**config.mk**
```make
export PLATFORM = sky130hd
export DESIGN_NAME = tgt_timer
export DESIGN_NICKNAME = d
export VERILOG_FILES = /design/src/rtl/tmr_pkg.sv /design/src/rtl/tmr_tick_sel.sv /design/src/rtl/tmr_core.sv /design/src/rtl/tmr_irq.sv /design/src/rtl/tgt_timer.sv
export SDC_FILE = /design/constraint.sdc
export NUM_CORES = 1
export LEC_CHECK = 0
export ABC_AREA = 1
export BUFFER_PORTS_ARGS = -buffer_cell sky130_fd_sc_hd__buf_2
export CORE_UTILIZATION = 35
export DETAILED_ROUTE_END_ITERATION = 10
export PLACE_DENSITY = 0.55
export RECOVER_POWER = 50
export SYNTH_ARGS = -nofsm -noshare
export SYNTH_HDL_FRONTEND = slang
export SYNTH_SLANG_ARGS = --single-unit
```
**constraint.sdc**
```tcl
create_clock -name clk_i -period 2.2 [get_ports clk_i]
set_clock_uncertainty 0.1 [all_clocks]
set_input_delay 0.11 -clock clk_i [delete_from_list [all_inputs] [get_ports clk_i]]
set_output_delay 0.11 -clock clk_i [all_outputs]
set_load 0.02 [all_outputs]
```
**src/rtl/tmr_pkg.sv**
```systemverilog
`timescale 1ns/1ps
package tmr_pkg;
  localparam int MODE_W = 16;
  localparam int KEEP_W = 10;  // writable mode bits

  localparam logic [1:0] ADDR_CNT  = 2'd0;
  localparam logic [1:0] ADDR_MODE = 2'd1;
  localparam logic [1:0] ADDR_TGT  = 2'd2;

  localparam int MB_STOP    = 0;
  localparam int MB_RST_TGT = 3;
  localparam int MB_IRQ_TGT = 4;
  localparam int MB_IRQ_OVF = 5;
  localparam int MB_RPT     = 6;
  localparam int MB_ALT     = 8;
  localparam int MB_DIV8    = 9;
  localparam int MB_EVT     = 10;
  localparam int MB_HIT_TGT = 11;
  localparam int MB_HIT_OVF = 12;

  typedef struct packed {
    logic tgt;
    logic ovf;
  } evt_t;
endpackage

```
**src/rtl/tmr_tick_sel.sv**
```systemverilog
`timescale 1ns/1ps
module tmr_tick_sel #(
  parameter int INST_SEL = 2,
  parameter int PRE_W    = 3
) (
  input  logic clk_i,
  input  logic rst_ni,
  input  logic clr_i,
  input  logic stop_i,
  input  logic div8_i,
  input  logic alt_sel_i,
  input  logic alt_tick_i,
  output logic tick_o
);
  generate
    if (INST_SEL == 2) begin : g_presc
      logic [PRE_W-1:0] pre_q;
      logic unused_alt;
      assign unused_alt = alt_sel_i ^ alt_tick_i;

      always_ff @(posedge clk_i or negedge rst_ni) begin
        if (!rst_ni)    pre_q <= '0;
        else if (clr_i) pre_q <= '0;
        else            pre_q <= pre_q + 1'b1;
      end

      assign tick_o = !stop_i && (div8_i ? (&pre_q) : 1'b1);
    end else begin : g_alt
      logic unused_pre;
      assign unused_pre = ^{clk_i, rst_ni, clr_i, stop_i, div8_i};
      assign tick_o = alt_sel_i ? alt_tick_i : 1'b1;
    end
  endgenerate
endmodule

```
**src/rtl/tmr_core.sv**
```systemverilog
`timescale 1ns/1ps
module tmr_core import tmr_pkg::*; #(
  parameter int CNT_W = 16
) (
  input  logic             clk_i,
  input  logic             rst_ni,
  input  logic             tick_i,
  input  logic             clr_i,
  input  logic             ld_i,
  input  logic [CNT_W-1:0] ld_val_i,
  input  logic             rst_at_tgt_i,
  input  logic [CNT_W-1:0] target_i,
  output logic [CNT_W-1:0] cnt_o,
  output evt_t             evt_o
);
  logic [CNT_W-1:0] cnt_q;
  logic [CNT_W:0]   nxt;
  logic             adv;

  assign nxt       = {1'b0, cnt_q} + 1'b1;
  assign adv       = tick_i && !clr_i && !ld_i;
  assign evt_o.tgt = adv && (nxt[CNT_W-1:0] == target_i);
  assign evt_o.ovf = adv && nxt[CNT_W];

  always_ff @(posedge clk_i or negedge rst_ni) begin
    if (!rst_ni)                         cnt_q <= '0;
    else if (clr_i)                      cnt_q <= '0;
    else if (ld_i)                       cnt_q <= ld_val_i;
    else if (evt_o.tgt && rst_at_tgt_i)  cnt_q <= '0;
    else if (adv)                        cnt_q <= nxt[CNT_W-1:0];
  end

  assign cnt_o = cnt_q;
endmodule

```
**src/rtl/tmr_irq.sv**
```systemverilog
`timescale 1ns/1ps
module tmr_irq import tmr_pkg::*; (
  input  logic clk_i,
  input  logic rst_ni,
  input  logic rearm_i,
  input  evt_t evt_i,
  input  logic en_tgt_i,
  input  logic en_ovf_i,
  input  logic rpt_i,
  output logic irq_o
);
  logic armed_q, irq_q, want, fire;

  assign want = (evt_i.tgt && en_tgt_i) || (evt_i.ovf && en_ovf_i);
  assign fire = want && (rpt_i || armed_q);

  always_ff @(posedge clk_i or negedge rst_ni) begin
    if (!rst_ni) begin
      armed_q <= 1'b1;
      irq_q   <= 1'b0;
    end else begin
      irq_q <= fire;
      if (rearm_i)             armed_q <= 1'b1;
      else if (fire && !rpt_i) armed_q <= 1'b0;
    end
  end

  assign irq_o = irq_q;
endmodule

```
**src/rtl/tgt_timer.sv**
```systemverilog
`timescale 1ns/1ps
module tgt_timer import tmr_pkg::*; #(
  parameter int CNT_W    = 16,
  parameter int DATA_W   = 32,
  parameter int PRE_W    = 3,
  parameter int INST_SEL = 2
) (
  input  logic              clk_i,
  input  logic              rst_ni,
  input  logic              bus_we_i,
  input  logic              bus_re_i,
  input  logic [1:0]        bus_addr_i,
  input  logic [DATA_W-1:0] bus_wdata_i,
  output logic [DATA_W-1:0] bus_rdata_o,
  input  logic              alt_tick_i,
  output logic              irq_o
);
  logic [MODE_W-1:0] mode_q, mode_nxt;
  logic [CNT_W-1:0]  tgt_q, cnt_q;
  logic              wr_cnt, wr_mode, wr_tgt, rd_mode, tick;
  evt_t              evt;
  logic              unused_wdata;

  assign unused_wdata = ^bus_wdata_i[DATA_W-1:CNT_W];
  assign wr_cnt  = bus_we_i && (bus_addr_i == ADDR_CNT);
  assign wr_mode = bus_we_i && (bus_addr_i == ADDR_MODE);
  assign wr_tgt  = bus_we_i && (bus_addr_i == ADDR_TGT);
  assign rd_mode = bus_re_i && (bus_addr_i == ADDR_MODE);

  tmr_tick_sel #(.INST_SEL(INST_SEL), .PRE_W(PRE_W)) u_tick (
    .clk_i      (clk_i),
    .rst_ni     (rst_ni),
    .clr_i      (wr_mode),
    .stop_i     (mode_q[MB_STOP]),
    .div8_i     (mode_q[MB_DIV8]),
    .alt_sel_i  (mode_q[MB_ALT]),
    .alt_tick_i (alt_tick_i),
    .tick_o     (tick)
  );

  tmr_core #(.CNT_W(CNT_W)) u_core (
    .clk_i        (clk_i),
    .rst_ni       (rst_ni),
    .tick_i       (tick),
    .clr_i        (wr_mode),
    .ld_i         (wr_cnt),
    .ld_val_i     (bus_wdata_i[CNT_W-1:0]),
    .rst_at_tgt_i (mode_q[MB_RST_TGT]),
    .target_i     (tgt_q),
    .cnt_o        (cnt_q),
    .evt_o        (evt)
  );

  tmr_irq u_irq (
    .clk_i    (clk_i),
    .rst_ni   (rst_ni),
    .rearm_i  (wr_mode),
    .evt_i    (evt),
    .en_tgt_i (mode_q[MB_IRQ_TGT]),
    .en_ovf_i (mode_q[MB_IRQ_OVF]),
    .rpt_i    (mode_q[MB_RPT]),
    .irq_o    (irq_o)
  );

  // event set wins over read clear
  always_comb begin
    mode_nxt = mode_q;
    if (wr_mode) begin
      mode_nxt = {{(MODE_W-KEEP_W){1'b0}}, bus_wdata_i[KEEP_W-1:0]};
    end else begin
      if (rd_mode) begin
        mode_nxt[MB_HIT_TGT] = 1'b0;
        mode_nxt[MB_HIT_OVF] = 1'b0;
      end
      if (evt.tgt) begin
        mode_nxt[MB_HIT_TGT] = 1'b1;
        mode_nxt[MB_EVT]     = 1'b1;
      end
      if (evt.ovf) begin
        mode_nxt[MB_HIT_OVF] = 1'b1;
        mode_nxt[MB_EVT]     = 1'b1;
      end
    end
  end

  always_ff @(posedge clk_i or negedge rst_ni) begin
    if (!rst_ni) begin
      mode_q <= '0;
      tgt_q  <= '0;
    end else begin
      mode_q <= mode_nxt;
      if (wr_tgt) tgt_q <= bus_wdata_i[CNT_W-1:0];
    end
  end

  always_comb begin
    bus_rdata_o = '0;
    case (bus_addr_i)
      ADDR_CNT:  bus_rdata_o[CNT_W-1:0]  = cnt_q;
      ADDR_MODE: bus_rdata_o[MODE_W-1:0] = mode_q;
      ADDR_TGT:  bus_rdata_o[CNT_W-1:0]  = tgt_q;
      default:   bus_rdata_o = '0;
    endcase
  end
endmodule

```
==> summary.txt <==
Run
  – Max-cap viol count: 0

Timing
  – Final Cycle Share: 1.05
  – RSZ-0062 raised after global routing: yes
  – TNS Setup: -1330 ps
  – Final hold vios: 0
  – Hold Slack: 5.24 ps
  – PnR worst setup slack: -103 ps
  – Setup violators final: 17
  – Slew headroom: 0.112
  – Slew @ Worst Pin: 1330 ps
  – Fin. max-slew vios: 0
  – Fmax: 434 MHz
  – Final worst path period need: 2300 ps

Logic synthesis
  – Fraction of registers with async set or reset after synthesis: 1.00
  – Netlist cell types: 36
  – Yosys top cell area share: 0.349
  – Seq/Total Area, Yosys: 0.356
  – Mapped Cells: 522
  – Ys Warns: 0
  – Synth top area cells: dfrtp_1 35%, nand2_1 20%, inv_1 5.7%, nand3_1 5.5%, nand2_2 4.1%
  – EDFF count, synth: 0
  – Mean Syn Cell Area: 6.74 um2
  – Post-synth top cells: 192 x nand2_1, 53 x inv_1, 49 x dfrtp_1, 39 x nand3_1, 38 x nor2_1
  – Yosys top cell by area: dfrtp_1
  – Most frequent cell after synthesis: nand2_1
  – Top_reg_cell synth: dfrtp_1
  – Synthesized cell area: 3520 um2
  – Synth Register Bits: 50

Run status
  – Status: complete, but fails checks
  – Failing checks: negative setup slack

Global routing
  – First-pass GRT wire length: 17100 um
  – Initial antenna violation count: 0
  – Vias in the first global route: 3422
  – GRT Overall Usage: 0.215
  – Grt ovf: 0
  – Pin count of the biggest net entering global routing: 51

Layout
  – P&R area growth vs syn: 30.0%
  – Share of layout cells above drive strength 1: 0.271
  – # fillers: 1030
  – Multi-input logic area: 2070 um2
  – Register Area: 1250 um2
  – Final core utilization: 0.468
  – N_diodes: 0
  – Nets: 658

Critical path
  – Nature of the critical path startpoint: register
  – Crit path buffers/inverters: 2
  – Critical path's most frequent cell: nand2_1
  – CP max-delay cell: dfrtp_1
  – Max incr delay on CP: 430 ps
  – Crit-path max FO: 12
  – Worst R2R Setup Slack: -100 ps
  – Crit-path leading delay family: simple AND/OR/NAND/NOR gates
  – Cell Chain, Critical Path: ha_4 -> nand2_4 -> buf_4 -> nand2_2 -> xor2_1 -> nand3_1 -> nor2_1 -> nand2_1 -> nor2_4 -> nand3_4 -> buf_12 -> nand2_2 -> nand2_1 -> nand2_1 -> nand2_1
  – Required @ worst endpoint: 2310 ps
  – Crit path capture type: register
  – Crit Path Class: reg -> reg
  – Arrival @ worst endpoint: 2410 ps

Placed design
  – Port bufs: 38
  – Place WS: -58.7 ps
  – Post-DP HPWL: 7710 um
  – Placer Congestion: 0.857

Clock network
  – Clock sink count: 50
  – Bufs on Longest Clock Path: 2
  – Num CTS Buffers: 5
  – Htree depth: 2
  – Clock latency on the worst-skew pair: 310 ps
  – Clock-pin slew on the worst setup and hold paths: 100 ps
  – CTS tree: yes
  – Root buffer cell: clkbuf_8

Route
  – Per-cell routed wire length: 14.3 um
  – Via count: 3624
  – Vias/cell: 4.83
  – First-pass DRT Iterations: 4
  – Drt total wl: 10700 um
  – Initial drt markers: 202
  – Drt drc: 0
  – DRT antenna net count: 0

Hold path
  – Hold WC Path Type: in -> reg

Pwr
  – PwrDens: 917 nW/um2
  – Combinational Power Share: 0.508
  – Peak VDD IR: 0.388 mV
  – P_int: 2.40 mW
  – Switching Fraction: 0.427
  – Flop pwr share: 0.331
  – LEAKAGE: 2.38 nW
  – Tot Pwr: 4.19 mW
  – Net Sw Power: 1.79 mW
  – Clk pwr share: 0.161

Floorplanning
  – I/O Pins: 72
  – # rows: 36
  – Core Area: 9770 um2
  – DIE HEIGHT: 102 um
  – Die area: 10500 um2
  – Die width: 102 um
  – Starting Density: 0.360
[area by class of cell]
class	instances	share of cell area
timing repair buffer	105	0.165
clock inverter	3	0.00985
tap	133	0.0364
clock buffer	5	0.0151
inverter	57	0.0471
sequential	50	0.274
multi-input combinational	397	0.452
[worst paths after layout]
| kind | startpoint | end | cells after the start |
|---|---|---|---|
| max in group asynchronous | rst_ni | u_core.cnt_o[2] | 3 |
| setup reg to reg | u_core.cnt_o[0] | u_core.cnt_o[6] | 15 |
| min in group asynchronous | rst_ni | u_core.cnt_o[9] | 3 |
| setup / recovery | u_core.cnt_o[0] | u_core.cnt_o[6] | 15 |
| hold reg to reg | u_irq.armed_q | u_irq.armed_q | 2 |
| hold / removal | bus_wdata_i[8] | mode_q[8] | 3 |
[power by group through the flow]
| stage | clock network [mW] | logic [mW] | registers, mW |
|---|---|---|---|
| after floorplan | 0 | 1.25 | 1.33 |
| after global placement | 0 | 1.89 | 1.37 |
| after detailed placement | 0 | 1.93 | 1.37 |
| after CTS | 0.704 | 2.04 | 1.37 |
| after global routing | 0.727 | 2.37 | 1.42 |
| final | 0.674 | 2.13 | 1.39 |
[state kept, by name, summed over array words and instances (netlist names)]
signal,cells
mode_q,13
u_irq.armed_q,1
u_tick.g_presc.pre_q,3
u_core.cnt_o,16
u_irq.irq_o,1
tgt_q,16
[repair_timing]
item                                    CTS  global route
pin swaps                                 6             9
setup buffers                             5             1
hold endpoints to repair                 73             0
resized for setup                        16            28
endpoints found under the setup margin   16            20
hold buffers                             16             0
[cells in the final DEF, fill, tap and decap left out, types with 4 or more instances in the layout]
master | Yosys | final
nand3_1 | 39 | 31
nor2_4 | 4 | 9
nor2_2 | 7 | 4
nand3_2 | 1 | 8
conb_1 | 1 | 16
dlygate4sd3_1 | 0 | 16
buf_2 | 3 | 35
clkbuf_8 | 0 | 5
o221ai_1 | 10 | 10
nor2_1 | 38 | 36
buf_6 | 1 | 4
a21oi_1 | 15 | 13
o21ai_0 | 19 | 18
inv_1 | 53 | 54
nand2_1 | 192 | 179
buf_4 | 17 | 45
nand2_2 | 23 | 30
nand2_4 | 1 | 7
nand4_1 | 7 | 7
dfrtp_1 | 49 | 48
[routing by layer]
metal | vias to the layer above | wire length [um] | global-route usage | part of all wire
met3 | 18 | 559 | 0.0404 | 0.052
met4 | 0 | 225 | 0.0813 | 0.021
li1 | 1808 | - | - | -
met2 | 101 | 4950 | 0.339 | 0.46
met1 | 1697 | 5010 | 0.292 | 0.47
met5 | - | 0 | 0 | 0
[metrics by stage]
step,cell area [um2],instances
4_1_cts,4460,749
5_1_grt,4570,750
3_5_place_dp,4080,720
2_1_floorplan,3570,537
3_3_place_gp,4080,720
6_report,4570,750
[kinds of logic (layout without fill, tap and decap cells)]
kind of cell | after synthesis | count (layout) | share of synthesized area
compound gates | 51 | 51 | 0.0875
fa+ha+maj | 3 | 3 | 0.0107
buf+inv | 90 | 170 | 0.118
mux | 1 | 1 | 0.00320
other cells | 1 | 16 | 0.00107
flops | 50 | 50 | 0.356
simple gates | 321 | 321 | 0.407
xor+xnor | 5 | 5 | 0.0164
[worst register-to-register path, stage by stage (launching register included)]
cell and delay [ps]:
dfrtp_1 430, ha_4 200, nand2_4 70, buf_4 140
nand2_2 70, xor2_1 170, nand3_1 160, nor2_1 140
nand2_1 90, nor2_4 150, nand3_4 100, buf_12 170
nand2_2 50, nand2_1 50, nand2_1 60, nand2_1 50
No activity file was read; power rests on OpenSTA's default activity.
